### src/rtl/hfm_pkg.sv
package hfm_pkg;

    localparam int HDR_BYTES = 4;
    localparam int POS_W     = $clog2(HDR_BYTES + 2);

    // One byte of CRC-8, generator x^8+x^2+x+1, MSB first
    function automatic logic [7:0] crc8_step(input logic [7:0] crc, input logic [7:0] data);
        logic [7:0] c;
        c = crc ^ data;
        for (int i = 0; i < 8; i++) begin
            c = c[7] ? ({c[6:0], 1'b0} ^ 8'h07) : {c[6:0], 1'b0};
        end
        return c;
    endfunction

    typedef struct packed {
        logic [POS_W-1:0] pos;
        logic             in_cell;
        logic             hold;
        logic             ov;
        logic             osoc;
        logic [7:0]       obyte;
        logic             odisc;
        logic             chk;
        logic             err;
        logic             sof;
    } mon_state_t;

endpackage

### src/rtl/hfm_crc_acc.sv
module hfm_crc_acc
    import hfm_pkg::*;
(
    input  logic       clk,
    input  logic       rst_n,
    input  logic       start,
    input  logic       adv,
    input  logic [7:0] data,
    output logic [7:0] crc
);
    logic [7:0] crc_d, crc_q;

    always_comb begin
        crc_d = crc_q;
        if (start) begin
            crc_d = crc8_step(8'h00, data);
        end else if (adv) begin
            crc_d = crc8_step(crc_q, data);
        end
    end

    always_ff @(posedge clk or negedge rst_n) begin
        if (!rst_n) crc_q <= '0;
        else        crc_q <= crc_d;
    end

    assign crc = crc_q;

    // the running CRC moves only on header bytes
    p_crc_hold_r1: assert property (@(posedge clk) disable iff (!rst_n)
        (!start && !adv) |=> $stable(crc_q));

endmodule

### src/rtl/hfm_frame_track.sv
module hfm_frame_track #(
    parameter int FRAME_LEN = 56
) (
    input  logic                         clk,
    input  logic                         rst_n,
    input  logic                         cell_done,
    input  logic                         marker,
    output logic [$clog2(FRAME_LEN)-1:0] idx,
    output logic                         locked
);
    localparam int               IDX_W = $clog2(FRAME_LEN);
    localparam logic [IDX_W-1:0] LAST  = IDX_W'(FRAME_LEN - 1);

    typedef struct packed {
        logic [IDX_W-1:0] idx;
        logic             locked;
    } trk_t;

    trk_t s_d, s_q;

    always_comb begin
        s_d = s_q;
        if (cell_done) begin
            if (marker) begin
                s_d.idx    = '0;
                s_d.locked = 1'b1;
            end else if (s_q.locked) begin
                s_d.idx = (s_q.idx == LAST) ? '0 : s_q.idx + 1'b1;
            end
        end
    end

    always_ff @(posedge clk or negedge rst_n) begin
        if (!rst_n) s_q <= '0;
        else        s_q <= s_d;
    end

    assign idx    = s_q.idx;
    assign locked = s_q.locked;

    p_idx_range_r4: assert property (@(posedge clk) disable iff (!rst_n)
        s_q.idx <= LAST);

    p_wrap_r4: assert property (@(posedge clk) disable iff (!rst_n)
        (cell_done && !marker && s_q.locked && s_q.idx == LAST) |=> (s_q.idx == '0));

    p_unlocked_zero_r5: assert property (@(posedge clk) disable iff (!rst_n)
        !s_q.locked |-> (s_q.idx == '0));

endmodule

### src/rtl/hfm_err_count.sv
module hfm_err_count #(
    parameter int CNT_W = 16
) (
    input  logic             clk,
    input  logic             rst_n,
    input  logic             inc,
    input  logic             clr,
    output logic [CNT_W-1:0] count
);
    localparam logic [CNT_W-1:0] MAX = '1;

    logic [CNT_W-1:0] cnt_d, cnt_q;

    always_comb begin
        cnt_d = clr ? '0 : cnt_q;
        if (inc && cnt_d != MAX) begin
            cnt_d = cnt_d + 1'b1;
        end
    end

    always_ff @(posedge clk or negedge rst_n) begin
        if (!rst_n) cnt_q <= '0;
        else        cnt_q <= cnt_d;
    end

    assign count = cnt_q;

    p_sat_hold_r7: assert property (@(posedge clk) disable iff (!rst_n)
        (cnt_q == MAX && !clr) |=> (cnt_q == MAX));

    p_clear_r8: assert property (@(posedge clk) disable iff (!rst_n)
        (clr && !inc) |=> (cnt_q == '0));

endmodule

### src/rtl/hec_frame_monitor.sv
module hec_frame_monitor
    import hfm_pkg::*;
#(
    parameter int         FRAME_LEN = 56,
    parameter int         CNT_W     = 16,
    parameter logic [7:0] COSET     = 8'h55
) (
    input  logic                         clk,
    input  logic                         rst_n,
    input  logic                         drop_en,
    input  logic                         cnt_clr,
    input  logic                         in_valid,
    input  logic                         in_soc,
    input  logic [7:0]                   in_byte,
    output logic                         out_valid,
    output logic                         out_soc,
    output logic [7:0]                   out_byte,
    output logic                         out_discard,
    output logic                         hec_chk,
    output logic                         hec_err,
    output logic                         frame_sof,
    output logic                         frame_locked,
    output logic [$clog2(FRAME_LEN)-1:0] cont_idx,
    output logic [CNT_W-1:0]             err_count
);
    localparam logic [POS_W-1:0] HDR_POS = POS_W'(HDR_BYTES);

    mon_state_t s_d, s_q;
    logic [7:0] crc_q;
    logic       crc_adv, is_hec, hec_mark, hec_bad;

    assign crc_adv  = in_valid && !in_soc && s_q.in_cell && (s_q.pos < HDR_POS);
    assign is_hec   = in_valid && !in_soc && s_q.in_cell && (s_q.pos == HDR_POS);
    assign hec_mark = (in_byte == (crc_q ^ COSET));
    assign hec_bad  = (in_byte != crc_q) && !hec_mark;

    always_comb begin
        s_d       = s_q;
        s_d.ov    = in_valid;
        s_d.osoc  = in_valid && in_soc;
        s_d.obyte = in_byte;
        s_d.odisc = 1'b0;
        s_d.chk   = 1'b0;
        s_d.err   = 1'b0;
        s_d.sof   = 1'b0;
        if (in_valid) begin
            if (in_soc) begin
                s_d.pos     = POS_W'(1);
                s_d.in_cell = 1'b1;
                s_d.hold    = 1'b0;
            end else if (s_q.in_cell) begin
                if (s_q.pos < HDR_POS) begin
                    s_d.pos = s_q.pos + 1'b1;
                end else if (is_hec) begin
                    s_d.pos   = HDR_POS + 1'b1;
                    s_d.chk   = 1'b1;
                    s_d.err   = hec_bad;
                    s_d.sof   = hec_mark;
                    s_d.hold  = hec_bad && drop_en;
                    s_d.odisc = hec_bad && drop_en;
                end else begin
                    s_d.odisc = s_q.hold;
                end
            end
        end
    end

    always_ff @(posedge clk or negedge rst_n) begin
        if (!rst_n) s_q <= '0;
        else        s_q <= s_d;
    end

    hfm_crc_acc u_crc (
        .clk   (clk),
        .rst_n (rst_n),
        .start (in_valid && in_soc),
        .adv   (crc_adv),
        .data  (in_byte),
        .crc   (crc_q)
    );

    hfm_frame_track #(.FRAME_LEN(FRAME_LEN)) u_trk (
        .clk       (clk),
        .rst_n     (rst_n),
        .cell_done (is_hec),
        .marker    (hec_mark),
        .idx       (cont_idx),
        .locked    (frame_locked)
    );

    hfm_err_count #(.CNT_W(CNT_W)) u_cnt (
        .clk   (clk),
        .rst_n (rst_n),
        .inc   (is_hec && hec_bad),
        .clr   (cnt_clr),
        .count (err_count)
    );

    assign out_valid   = s_q.ov;
    assign out_soc     = s_q.osoc;
    assign out_byte    = s_q.obyte;
    assign out_discard = s_q.odisc;
    assign hec_chk     = s_q.chk;
    assign hec_err     = s_q.err;
    assign frame_sof   = s_q.sof;

    p_sof_idx_zero_r3: assert property (@(posedge clk) disable iff (!rst_n)
        frame_sof |-> (cont_idx == '0 && frame_locked));

    p_sof_not_err_r3: assert property (@(posedge clk) disable iff (!rst_n)
        frame_sof |-> (hec_chk && !hec_err));

    p_clean_no_discard_r6: assert property (@(posedge clk) disable iff (!rst_n)
        (hec_chk && !hec_err) |-> !out_discard);

    p_err_counted_r7: assert property (@(posedge clk) disable iff (!rst_n)
        hec_err |-> (err_count != '0));

    p_discard_valid_r6: assert property (@(posedge clk) disable iff (!rst_n)
        out_discard |-> (out_valid && !out_soc));

endmodule

### config.mk
export PLATFORM = sky130hd
export DESIGN_NAME = hec_frame_monitor
export DESIGN_NICKNAME = d
export VERILOG_FILES = /design/src/rtl/hfm_pkg.sv /design/src/rtl/hfm_crc_acc.sv /design/src/rtl/hfm_frame_track.sv /design/src/rtl/hfm_err_count.sv /design/src/rtl/hec_frame_monitor.sv
export SDC_FILE = /design/constraint.sdc
export NUM_CORES = 1
export LEC_CHECK = 0
export ABC_AREA = 1
export ABC_CLOCK_PERIOD_IN_PS = 1750
export BUFFER_PORTS_ARGS = -buffer_cell sky130_fd_sc_hd__buf_2
export CORE_ASPECT_RATIO = 0.9
export CORE_MARGIN = 8
export CORE_UTILIZATION = 45
export CTS_BUF_LIST = sky130_fd_sc_hd__clkbuf_4
export CTS_CLUSTER_SIZE = 14
export DETAILED_ROUTE_END_ITERATION = 8
export PLACE_DENSITY_LB_ADDON = 0.12
export RECOVER_POWER = 25
export SETUP_SLACK_MARGIN = 0.15
export SLEW_MARGIN = 25
export SYNTH_ARGS = -nofsm -noshare
export SYNTH_HDL_FRONTEND = slang
export SYNTH_HIERARCHICAL = 1
export SYNTH_SLANG_ARGS = --single-unit
### constraint.sdc
create_clock -name clk -period 1.75 [get_ports clk]
set_input_delay 0.175 -clock clk [delete_from_list [all_inputs] [get_ports clk]]
set_output_delay 0.175 -clock clk [all_outputs]
set_load 0.05 [all_outputs]
# Word level (Yosys, flattened, before mapping)
# Cells that the tools add are included.
[totals] ff_bits=50 inputBits=14
[op_classes] muxes=36 order_cmp=1 n_addsub=3 bitwise=18 reduce_logical=20 n_eq_ne=6
[ops] cell="3-bit two-way mux" n=21
[ops] cell="3-bit inverter" n=16
[ops] cell="16-bit two-way mux" n=2
[ops] cell="6-bit two-way mux" n=3
[ops] cell="16-bit by 1-bit adder with 16-bit output (second input constant)" n=1
[ops] cell="4-bit two-way mux" n=4
[ops] cell="8-bit two-way mux" n=2
[ops] cell="16-bit != test (second input constant)" n=1
[ops] cell="1-bit logical AND" n=9
[ops] cell="8-bit == test" n=1
[ops] cell="8-bit != test" n=1
[ops] cell="8-bit bitwise XOR" n=1
[ops] cell="6-bit by 1-bit adder with 6-bit output (second input constant)" n=1
[ops] cell="6-bit == test (second input constant)" n=1
[ops] cell="2-bit AND reduction" n=3
[ops] cell="3-bit AND reduction" n=2
[ops] cell="2-bit nonzero test" n=3
[ops] cell="1-bit two-way mux" n=4
[ops] cell="4-bit inverter" n=1
[ops] cell="3-bit by 1-bit adder with 3-bit output (second input constant)" n=1
[ops] cell="3-bit == test (second input constant)" n=1
[ops] cell="3-bit less-than comparator (second input constant)" n=1
[ops] cell="3-bit nonzero test" n=1
[ops] cell="1-bit logical NOT" n=2
[ops] cell="2-bit != test (second input constant)" n=1

# Longest topological paths before layout
# Gate-level depths: netlist of run 1.
[depth] depth_word=19 depth_mapped=17 depth_no_buf=17

# Modules after synthesis
# Netlist of run 1, hierarchy kept.
[by_module_without_submodules] mod="hfm_err_count" seq_area_each_um2=400.4 area_each_um2=1191.1 instances=1 cells_per_inst=186
[by_module_without_submodules] mod="hfm_crc_acc" seq_area_each_um2=200.2 area_each_um2=1003.5 instances=1 cells_per_inst=169
[by_module_without_submodules] mod="hec_frame_monitor" seq_area_each_um2=475.5 area_each_um2=924.6 instances=1 cells_per_inst=102
[by_module_without_submodules] mod="hfm_frame_track" seq_area_each_um2=175.2 area_each_um2=390.4 instances=1 cells_per_inst=54

# Worst setup path after synthesis of run 1
# Ideal clock, no wire load.
[synth_timing] path_type="register -> register" start="register u_crc.crc_q[6], in the netlist u_crc/crc[6]" end="register u_cnt.cnt_q[13], in the netlist u_cnt/count[13]" arrival_ps=1650 required_ps=1637 setup_ps=113 path_buffers=0 period_less_slack_ps=1763 setup_slack_ps=-13 stages_incl_launch_ff=17 cell_sequence="dfrtp_1 -> inv_1 -> nand2_1 -> nand2_1 -> inv_2 -> nand2_1 -> nor2_1 -> nand2_1 -> inv_2 -> nor2_1 -> nand4_1 -> nor2_1 -> nand2_1 -> nor2_1 -> nand3_1 -> nand2_1 -> inv_1"
[synth_between] elab_chain_cells=7 word_cells_on_any_way=8 cone_classes="eq/ne (2); mux (1); bitwise (1); reduce/logical (4)"
[synth_lines] item="start, declared" line_no="hfm_crc_acc.sv:11" rtl="logic [7:0] crc_d, crc_q;"
[synth_lines] item="start signal, assigned" line_no="hfm_crc_acc.sv:24" rtl="else crc_q <= crc_d;"
[synth_lines] item="4-bit inverter (no source line)"
[synth_lines] item="8-bit == test" line_no="hec_frame_monitor.sv:34" rtl="assign hec_mark = (in_byte == (crc_q ^ COSET));"
[synth_lines] item="named net hec_mark" line_no="hec_frame_monitor.sv:30" rtl="logic crc_adv, is_hec, hec_mark, hec_bad;"
[synth_lines] item="1-bit logical NOT" line_no="hec_frame_monitor.sv:35" rtl="assign hec_bad = (in_byte != crc_q) && !hec_mark;"
[synth_lines] item="1-bit logical AND" line_no="hec_frame_monitor.sv:35"
[synth_lines] item="1-bit logical AND" line_no="hec_frame_monitor.sv:94" rtl=".inc (is_hec && hec_bad),"
[synth_lines] item="1-bit logical AND" line_no="hfm_err_count.sv:16" rtl="if (inc && cnt_d != MAX) begin"
[synth_lines] item="16-bit two-way mux" line_no="hfm_err_count.sv:16"
[synth_lines] item="named net u_cnt.cnt_d[13]" line_no="hfm_err_count.sv:12" rtl="logic [CNT_W-1:0] cnt_d, cnt_q;"
[synth_lines] item="end signal, assigned" line_no="hfm_err_count.sv:23" rtl="else cnt_q <= cnt_d;"
[synth_lines] item="end, declared" line_no="hfm_err_count.sv:12"
# The timed path passes the listed nets, and every way through them passes these cells.
# A chain may end at the register's enable or synchronous reset.

# Worst setup path after layout of run 1
[layout_timing] start="register u_crc.crc_q[1], in the netlist u_crc/crc[1]" end="register u_trk.s_q, in the netlist u_trk/idx[5]"
[layout_between] elab_chain_cells=3 word_cells_on_any_way=4 cone_classes="eq/ne (1); mux (1); reduce/logical (2)"
[layout_lines] item="8-bit == test *" line_no="hec_frame_monitor.sv:34"
[layout_lines] item="named net hec_mark" line_no="hec_frame_monitor.sv:30"
[layout_lines] item="2-bit nonzero test (no source line)"
[layout_lines] item="2-bit AND reduction (no source line)"
[layout_lines] item="end signal, assigned" line_no="hfm_frame_track.sv:34" rtl="if (!rst_n) s_q <= '0;"
[layout_lines] item="end signal, assigned" line_no="hfm_frame_track.sv:35" rtl="else s_q <= s_d;"
[layout_lines] item="end, declared" line_no="hfm_frame_track.sv:19" rtl="trk_t s_d, s_q;"
# The timed path passes the listed nets; every way through them passes the cells marked *.

==> results of run 1 <==
cells in the final DEF (no fill, tap or decap), drive strengths merged, types with 3 or more instances in the layout:
cell	instances
ha	3
dlygate4sd3	4
or2	3
a21oi	6
inv	78
clkbuf	13
xnor2	14
xor2	13
buf	84
dfrtp	50
nand3	41
o21ai	9
nand2	206
nand4	10
nor2	53
logic make-up after synthesis:
kind of cell    Yosys count  synth area share
compound gates           19            0.0371
xor+xnor                 27            0.0759
flops                    50             0.357
buf+inv                  95             0.121
simple gates            317             0.399
fa+ha+maj                 3            0.0107
timing repair:
item / CTS / global route
gates resized for setup: 12 / 45
pin swaps: 12 / 25
endpoints found under the setup margin: 13 / 29
buffers inserted: 2 / 10
hold endpoints to repair: 19 / 0
hold buffers: 4 / 0
power groups by stage:
stage                     Combinational [mW]  Clock (mW)  Sequential (mW)
after floorplan                         1.24           0             1.59
after global placement                  1.86           0             1.44
after detailed placement                1.90           0             1.45
after CTS                               1.94       0.736             1.43
after global routing                    2.34       0.769             1.46
final                                   2.10       0.710             1.43
flip-flops by register name, indices dropped and copies added, names as in the netlist:
register	count
u_cnt/count	16
out_byte	8
u_crc/crc	8
u_trk/idx	6
s_q	5
frame_sof	1
hec_chk	1
hec_err	1
out_discard	1
out_soc	1
out_valid	1
u_trk/locked	1
metal layers:
layer	track usage	part of all wire	routed length, um	vias up
li1	-	-	-	1723
met1	0.233	0.49	4420	1585
met2	0.258	0.44	3990	75
met3	0.0352	0.058	525	5
met4	0.0358	0.0059	53	0
met5	0	0	0	-
worst max-delay path by stage:
stage	start	slack (ns)	cells after the start	to
final	u_crc/crc[1]	0.01	13	u_trk/idx[5]
after global routing	u_crc/crc[7]	-0.16	15	u_cnt/count[13]
after CTS	u_crc/crc[4]	0.05	17	u_cnt/count[13]
after detailed placement	u_crc/crc[0]	0.03	13	u_cnt/count[13]
after global placement	u_crc/crc[4]	0.06	16	u_cnt/count[13]
after floorplan	u_crc/crc[2]	0.11	16	u_cnt/count[13]
per-stage QoR:
step | setup TNS (ns) | instances | hold WS (ns) | total power [mW]
floorplan | 0 | 511 | -0.121 | 2.83
global placement | 0 | 672 | 0.141 | 3.30
detailed placement | 0 | 672 | 0.145 | 3.35
CTS | 0 | 686 | 0.0551 | 4.10
global route | -0.568 | 696 | 0.141 | 4.56
finish | 0 | 696 | 0.131 | 4.24
cells in the mapped netlist, types with 3 or more instances:
| master | number |
|---|---|
| buf_4 | 9 |
| xnor2_2 | 3 |
| ha_1 | 3 |
| inv_2 | 11 |
| nand2_2 | 13 |
| buf_6 | 4 |
| a21oi_1 | 3 |
| nand4_1 | 10 |
| nand3_2 | 5 |
| nand2_4 | 3 |
| nor2_4 | 4 |
| nor2_1 | 47 |
| a21oi_2 | 3 |
| xor2_1 | 12 |
| o21ai_1 | 7 |
| xnor2_1 | 11 |
| inv_1 | 66 |
| nand3_1 | 36 |
| dfrtp_1 | 50 |
| nand2_1 | 190 |
| or2_1 | 3 |
cell type report:
cell class | count | area, um^2 | area share
clock buffer | 5 | 37.5 | 0.00855
sequential | 50 | 1260 | 0.286
multi-input combinational | 366 | 2010 | 0.458
tap | 96 | 120 | 0.0274
inverter | 80 | 308 | 0.0701
clock inverter | 3 | 45.0 | 0.0103
timing repair buffer | 96 | 612 | 0.139
==> load_flow_metrics.sql, run 1 <==
INSERT INTO impl_metrics (metric_group, metric, value, unit) VALUES
('status', 'run_status', 'finished, final reports clean', ''),
('timing', 'fin_skew', '0.0162', 'ns'),
('setup_path', 'crit_path_cell_trace', 'xnor2_1 > nand2_1 > nor2_4 > nand2_2 > inv_2 > buf_6 > buf_6 > nand2_4 > nand2_4 > nand3_2 > nor2_2 > nor2_1 > nor2_1', ''),
('setup_path', 'timing.critical_path.arrival', '2.06', 'ns'),
('synth', 'async_reset_ff_frac', '1.00', ''),
('synth', 'synth_nets', '528', ''),
('final_layout', 'final_net_count', '616', ''),
('job', 'max-cap-violations', '0', ''),
('pwr', 'static-leakage-power', '2.41', 'nW'),
('setup_path', 'worstPathBufferInverterCount', '3', ''),
('setup_path', 'critical-path-max-stage-delay', '0.43', 'ns'),
('die', 'floorplan.io_pins', '51', ''),
('setup_path', 'crit_type', 'reg2reg', ''),
('final_layout', 'final_area', '4390', 'um^2'),
('setup_path', 'worst_r2r_startpoint', 'u_crc/crc[1]', ''),
('detailed_routing', 'routed_wl', '8980', 'um'),
('final_layout', 'layout_filler_cell_count', '750', ''),
('grt', 'grt_use_total', '0.167', ''),
('detailed_routing', 'drc', '0', ''),
('final_layout', 'area_delta_synth_final', '25.1', '%'),
('grt', 'grt_start_max_net_pins', '35', ''),
('synth', 'synth_largest_area_cell', 'dfrtp_1', ''),
('detailed_routing', 'drt-pass1-iter-count', '4', ''),
('grt', 'global_route.overflow_total', '0', ''),
('cts', 'clockRootBuffer', 'clkbuf_4', ''),
('die', 'core_region_area', '7540', 'um^2'),
('cts', 'cts_inserted_buffers', '5', ''),
('pwr', 'clock_network_power_share', '0.168', ''),
('cts', 'clk_pin_slew_worst_paths', '0.16', 'ns'),
('hold_path', 'timing.hold.worst.start', 'in_byte[6]', ''),
('synth', 'yosysSeqAreaShare', '0.357', ''),
('synth', 'post_synth_inst_count', '511', ''),
('setup_path', 'timing.critical_path.slowest_stage_cell', 'dfrtp_1', ''),
('pwr', 'share_seq_of_total_power', '0.338', ''),
('final_layout', 'final_core_util', '0.582', ''),
('setup_path', 'setup.reg_to_reg.worst_slack', '0.01', 'ns'),
('timing', 'fmax', '0.575', 'GHz'),
('cts', 'clock_latency_reported_for_the_late_side_of_the_worst_skew_pair', '0.38', 'ns'),
('grt', 'initial_antenna_violation_count', '0', ''),
('timing', 'post-route-min-period', '1.74', 'ns'),
('setup_path', 'critical-path-top-delay-family', 'simple AND/OR/NAND/NOR gates', ''),
('die', 'fp.dieW', '109', 'um'),
('setup_path', 'worst_setup_path_end_kind', 'flip-flop', ''),
('synth', 'syn_area_per_cell', '6.87', 'um^2'),
('final_layout', 'final_layout_size_suffix_gt1_frac', '0.310', ''),
('cts', 'cts-root-to-sink-buffers', '2', ''),
('hold_path', 'worst_hold_path_type', 'in2reg', ''),
('place', 'dpl_worst_slack', '0.0310', 'ns'),
('hold_path', 'hold-path-endpoint', 'out_byte[6]', ''),
('synth', 'synth.top_cell.area_share', '0.357', ''),
('place', 'dp_hpwl', '6800', 'um'),
('setup_path', 'r2r_cells', '13', ''),
('hold_path', 'hold_depth', '2', ''),
('cts', 'h_tree_levels', '2', ''),
('detailed_routing', 'detail_route.iter0.violations', '144', ''),
('timing', 'timing_max_transition_violations_final', '0', ''),
('place', 'place.gp.congestion', '0.868', ''),
('die', 'die_height', '99.8', 'um'),
('detailed_routing', 'ant_nets', '0', ''),
('timing', 'timing.final.crit_share', '0.994', ''),
('synth', 'dominantRegCellSynth', 'dfrtp_1', ''),
('synth', 'synth_area', '3510', 'um^2'),
('pwr', 'power-per-cell-area', '966', 'nW/um^2'),
('timing', 'rsz0062_at_grt', 'true', ''),
('timing', 'setup_slack', '0.0105', 'ns'),
('synth', 'synth.area.top_cells', 'dfrtp_1 (36%), nand2_1 (20%), inv_1 (7.1%), nand3_1 (5.1%), nor2_1 (5.0%)', ''),
('timing', 'slew_headroom', '0.711', ''),
('timing', 'tightestPinTransition', '0.433', 'ns'),
('pwr', 'net-switching-power', '1.79', 'mW'),
('die', 'rows', '30', ''),
('pwr', 'worst_ir_drop_vdd', '0.517', 'mV');
Note: power is estimated with default switching activity, not from simulation.
==> run 2, diff against run 1 <==
--- a/config.mk
+++ b/config.mk
@@ -15,10 +15,9 @@
 export CTS_CLUSTER_SIZE = 14
 export DETAILED_ROUTE_END_ITERATION = 8
 export PLACE_DENSITY_LB_ADDON = 0.12
-export RECOVER_POWER = 25
+export RECOVER_POWER = 50
 export SETUP_SLACK_MARGIN = 0.15
 export SLEW_MARGIN = 25
 export SYNTH_ARGS = -nofsm -noshare
 export SYNTH_HDL_FRONTEND = slang
-export SYNTH_HIERARCHICAL = 1
 export SYNTH_SLANG_ARGS = --single-unit
==> run 2 against run 1 <==
Worst hold slack got worse by 0.016 ns; combinational power decreased by 19%; register-to-register slack improved by 0.02 ns; clock skew decreased by 0.0030 ns; clock-buffer cell count unchanged; sequential power about the same; sequential share of layout area increased by 1.3 points; non-clock buffer count decreased by 3; synthesized cell count decreased by 14%; critical path type unchanged; critical endpoint is now u_cnt.count[13]; highest routed layer unchanged.
==> load_flow_metrics.sql, run 2 <==
INSERT INTO impl_metrics (metric_group, metric, value, unit) VALUES
('status', 'run_status', 'finished, final reports clean', ''),
('final_layout', 'layoutNonFillerInstCount', '622', ''),
('cts', 'cts_tree', 'yes', ''),
('final_layout', 'insertedDiodeCount', '0', ''),
('final_layout', 'final_area', '4200', 'um^2'),
('die', 'core_region_area', '6970', 'um^2'),
('pwr', 'switching_share', '0.381', ''),
('setup_path', 'timing.critical_path.from_type', 'flip-flop', ''),
('setup_path', 'worstPathBufferInverterCount', '3', ''),
('cts', 'cts-root-to-sink-buffers', '2', ''),
('pwr', 'fraction_of_power_consumed_by_combinational_cells', '0.432', ''),
('detailed_routing', 'drc', '0', ''),
('synth', 'synth_area', '3210', 'um^2'),
('pwr', 'static-leakage-power', '2.17', 'nW'),
('final_layout', 'area_delta_synth_final', '30.7', '%'),
('detailed_routing', 'ant_nets', '0', ''),
('place', 'placement.io_buffers', '50', ''),
('cts', 'clock_sink_count', '50', ''),
('synth', 'synth_commonest_cells', 'nand2_1 (155), dfrtp_1 (50), inv_1 (43), nor2_1 (40), nand3_1 (37)', ''),
('pwr', 'net-switching-power', '1.50', 'mW'),
('synth', 'yosysMostFrequentCell', 'nand2_1', ''),
('place', 'dpl_cell_area', '3690', 'um^2'),
('die', 'fp.dieArea', '10100', 'um^2'),
('die', 'die_height', '96.1', 'um'),
('cts', 'cts_inserted_buffers', '5', ''),
('setup_path', 'critical-path-top-delay-family', 'simple AND/OR/NAND/NOR gates', ''),
('grt', 'first_global_vias', '2985', ''),
('hold_path', 'worst_hold_path_type', 'in2reg', ''),
('timing', 'timing.final.crit_share', '0.985', ''),
('detailed_routing', 'wl_per_cell', '13.2', 'um'),
('timing', 'timing.setup.tns', '0', 'ns'),
('setup_path', 'timing.critical_path.arrival', '2.00', 'ns'),
('synth', 'synth_warnings', '0', ''),
('synth', 'async_reset_ff_frac', '1.00', ''),
('pwr', 'power-per-cell-area', '941', 'nW/um^2'),
('timing', 'slew_headroom', '0.650', ''),
('pwr', 'share_seq_of_total_power', '0.358', ''),
('setup_path', 'critical-path-max-stage-delay', '0.44', 'ns'),
('synth', 'dominantRegCellSynth', 'dfrtp_1', ''),
('setup_path', 'critical_path_required', '2.03', 'ns'),
('synth', 'yosysSeqAreaShare', '0.390', ''),
('grt', 'global_route.overflow_total', '0', ''),
('final_layout', 'layout_common_cells', 'nand2_1 (131), dfrtp_1 (46), buf_2 (46)', ''),
('final_layout', 'final_layout_size_suffix_gt1_frac', '0.336', ''),
('setup_path', 'crit_fanout', '8', ''),
('synth', 'synth_nets', '459', ''),
('place', 'place.gp.congestion', '0.853', ''),
('synth', 'post_synth_inst_count', '438', ''),
('synth', 'synth_largest_area_cell', 'dfrtp_1', ''),
('synth', 'flip_flop_and_latch_count_after_synthesis', '50', ''),
('timing', 'rsz0062_at_grt', 'true', ''),
('synth', 'synth.lib_cells_used.distinct', '35', ''),
('timing', 'fin_skew', '0.0132', 'ns'),
('timing', 'report.final.hold_viol_count', '0', ''),
('setup_path', 'worst_setup_path_end_kind', 'flip-flop', ''),
('final_layout', 'flip_flop_count_of_the_largest_register_after_layout', '16', ''),
('detailed_routing', 'vias_per_cell', '4.92', ''),
('final_layout', 'layout_filler_cell_count', '661', ''),
('setup_path', 'crit_type', 'reg2reg', ''),
('timing', 'fmax', '0.580', 'GHz'),
('synth', 'synth.area.top_cells', 'dfrtp_1 (39%), nand2_1 (18%), nand3_1 (5.8%), inv_1 (5.0%), nor2_1 (4.7%)', ''),
('synth', 'syn_area_per_cell', '7.33', 'um^2'),
('cts', 'clockRootBuffer', 'clkbuf_4', ''),
('grt', 'initial_antenna_violation_count', '0', ''),
('die', 'fp.dieW', '105', 'um'),
('grt', 'grt_start_max_net_pins', '30', ''),
('timing', 'timing_max_transition_violations_final', '0', ''),
('final_layout', 'final_common_cell', 'nand2_1', ''),
('detailed_routing', 'drt-pass1-iter-count', '4', ''),
('synth', 'synth_enable_flop_cells', '0', ''),
('die', 'start_util', '0.461', ''),
('detailed_routing', 'detailroute.via_count', '3063', ''),
('grt', 'grt_use_total', '0.165', ''),
('detailed_routing', 'detail_route.iter0.violations', '128', ''),
('pwr', 'clock_network_power_share', '0.210', ''),
('synth', 'synth.top_cell.area_share', '0.390', ''),
('detailed_routing', 'routed_wl', '8210', 'um'),
('pwr', 'cellInternalPower', '2.45', 'mW'),
('cts', 'h_tree_levels', '2', ''),
('die', 'floorplan.io_pins', '51', ''),
('timing', 'setup_viol', '0', ''),
('job', 'max-cap-violations', '0', ''),
('place', 'dp_hpwl', '5920', 'um'),
('die', 'rows', '29', ''),
('setup_path', 'timing.critical_path.slowest_stage_cell', 'dfrtp_1', ''),
('timing', 'tightestPinTransition', '0.525', 'ns'),
('cts', 'clk_pin_slew_worst_paths', '0.16', 'ns'),
('place', 'numPlacedInstances', '589', ''),
('grt', 'grt_first_pass_wirelength', '13700', 'um'),
('timing', 'post-route-min-period', '1.72', 'ns'),
('cts', 'clock_latency_reported_for_the_late_side_of_the_worst_skew_pair', '0.38', 'ns'),
('pwr', 'post-layout-total-power', '3.95', 'mW'),
('setup_path', 'crit_path_cell_trace', 'xnor2_2 > ha_2 > nand3_2 > nor2_2 > nand2_1 > nand2_1 > inv_2 > nand2_4 > inv_8 > nand2_8 > inv_12 > nand2_2 > nand2_2', ''),
('final_layout', 'final_net_count', '549', ''),
('timing', 'worst_slack_on_hold_paths', '0.115', 'ns'),
('pwr', 'worst_ir_drop_vdd', '0.518', 'mV');
run 2: cell count changes after synthesis, sizes merged, moves of 4 or more:
cell / delta
nand2: -40
inv: -28
nand4: -9
o21ai: +7
a21oi: +5
ha: +4
nor2: -4
run 2: final timing paths:
kind / from / to / slack, ns / cells past startpoint
min in group asynchronous: rst_n / u_cnt.count[2] / 0.28 / 2
hold reg to reg: s_q[15] / s_q[15] / 0.50 / 1
setup reg to reg: u_crc.crc[5] / u_cnt.count[13] / 0.03 / 13
hold / removal: drop_en / s_q[14] / 0.12 / 5
setup / recovery: u_crc.crc[5] / u_cnt.count[13] / 0.03 / 13
max in group asynchronous: rst_n / u_cnt.count[5] / 0.93 / 3
run 2: power by group through the flow:
stage	Sequential, mW	Combinational, mW	Clock (mW)
finish	1.41	1.71	0.828
floorplan	1.46	0.972	0
global placement	1.43	1.35	0
detailed placement	1.43	1.38	0
global route	1.43	1.92	0.886
CTS	1.41	1.46	0.859
run 2: final cells by class:
cell class	count	area, um^2	area share
clock buffers	5	37.5	0.00894
clock inverters	3	63.8	0.0152
inverters	51	215	0.0513
multi-input cells	326	1890	0.451
flip-flops and latches	50	1260	0.299
well taps	93	116	0.0277
repair buffers	93	604	0.144
repair inverters	1	11.3	0.00268
run 2: cell families after synthesis:
family / Yosys count / synth area share
XOR/XNOR: 24 / 0.0725
buffers and inverters: 64 / 0.0931
AND/OR/NAND/NOR: 265 / 0.371
AO/OA/AOI/OAI: 28 / 0.0468
flip-flops: 50 / 0.390
adder cells (fa/ha/maj): 7 / 0.0273
run 2: worst reg2reg max path, delay by kind of cell (launching register included):
kind	cells	cell delay [ns]
XOR/XNOR	1	0.22
adder cells (fa/ha/maj)	1	0.21
buffers and inverters	3	0.16
flip-flops	1	0.44
AND/OR/NAND/NOR	8	0.60
run 2: per-stage QoR:
step,utilization,worst slack [ns]
after floorplan,-,-0.103
after global placement,0.530,0.0348
after detailed placement,0.530,-0.00800
after CTS,0.575,0.0512
after global routing,0.602,-0.0790
final,0.602,0.0267
run 2: what timing repair did:
| item | 4_1_cts | 5_1_grt |
|---|---|---|
| resized for setup | 19 | 43 |
| buffers inserted | 7 | 7 |
| pin swaps | 12 | 16 |
| setup endpoints to repair | 18 | 29 |
| gates cloned | 3 | 0 |
| hold buffers | 8 | 0 |
| endpoints found under the hold margin | 28 | 0 |
run 2: per-layer routing:
layer | up-vias | part of all wire | track usage
met5 | - | 0 | 0
met4 | 0 | 0.0099 | 0.0380
met3 | 9 | 0.070 | 0.0455
met2 | 80 | 0.46 | 0.273
met1 | 1433 | 0.46 | 0.212
li1 | 1541 | - | -
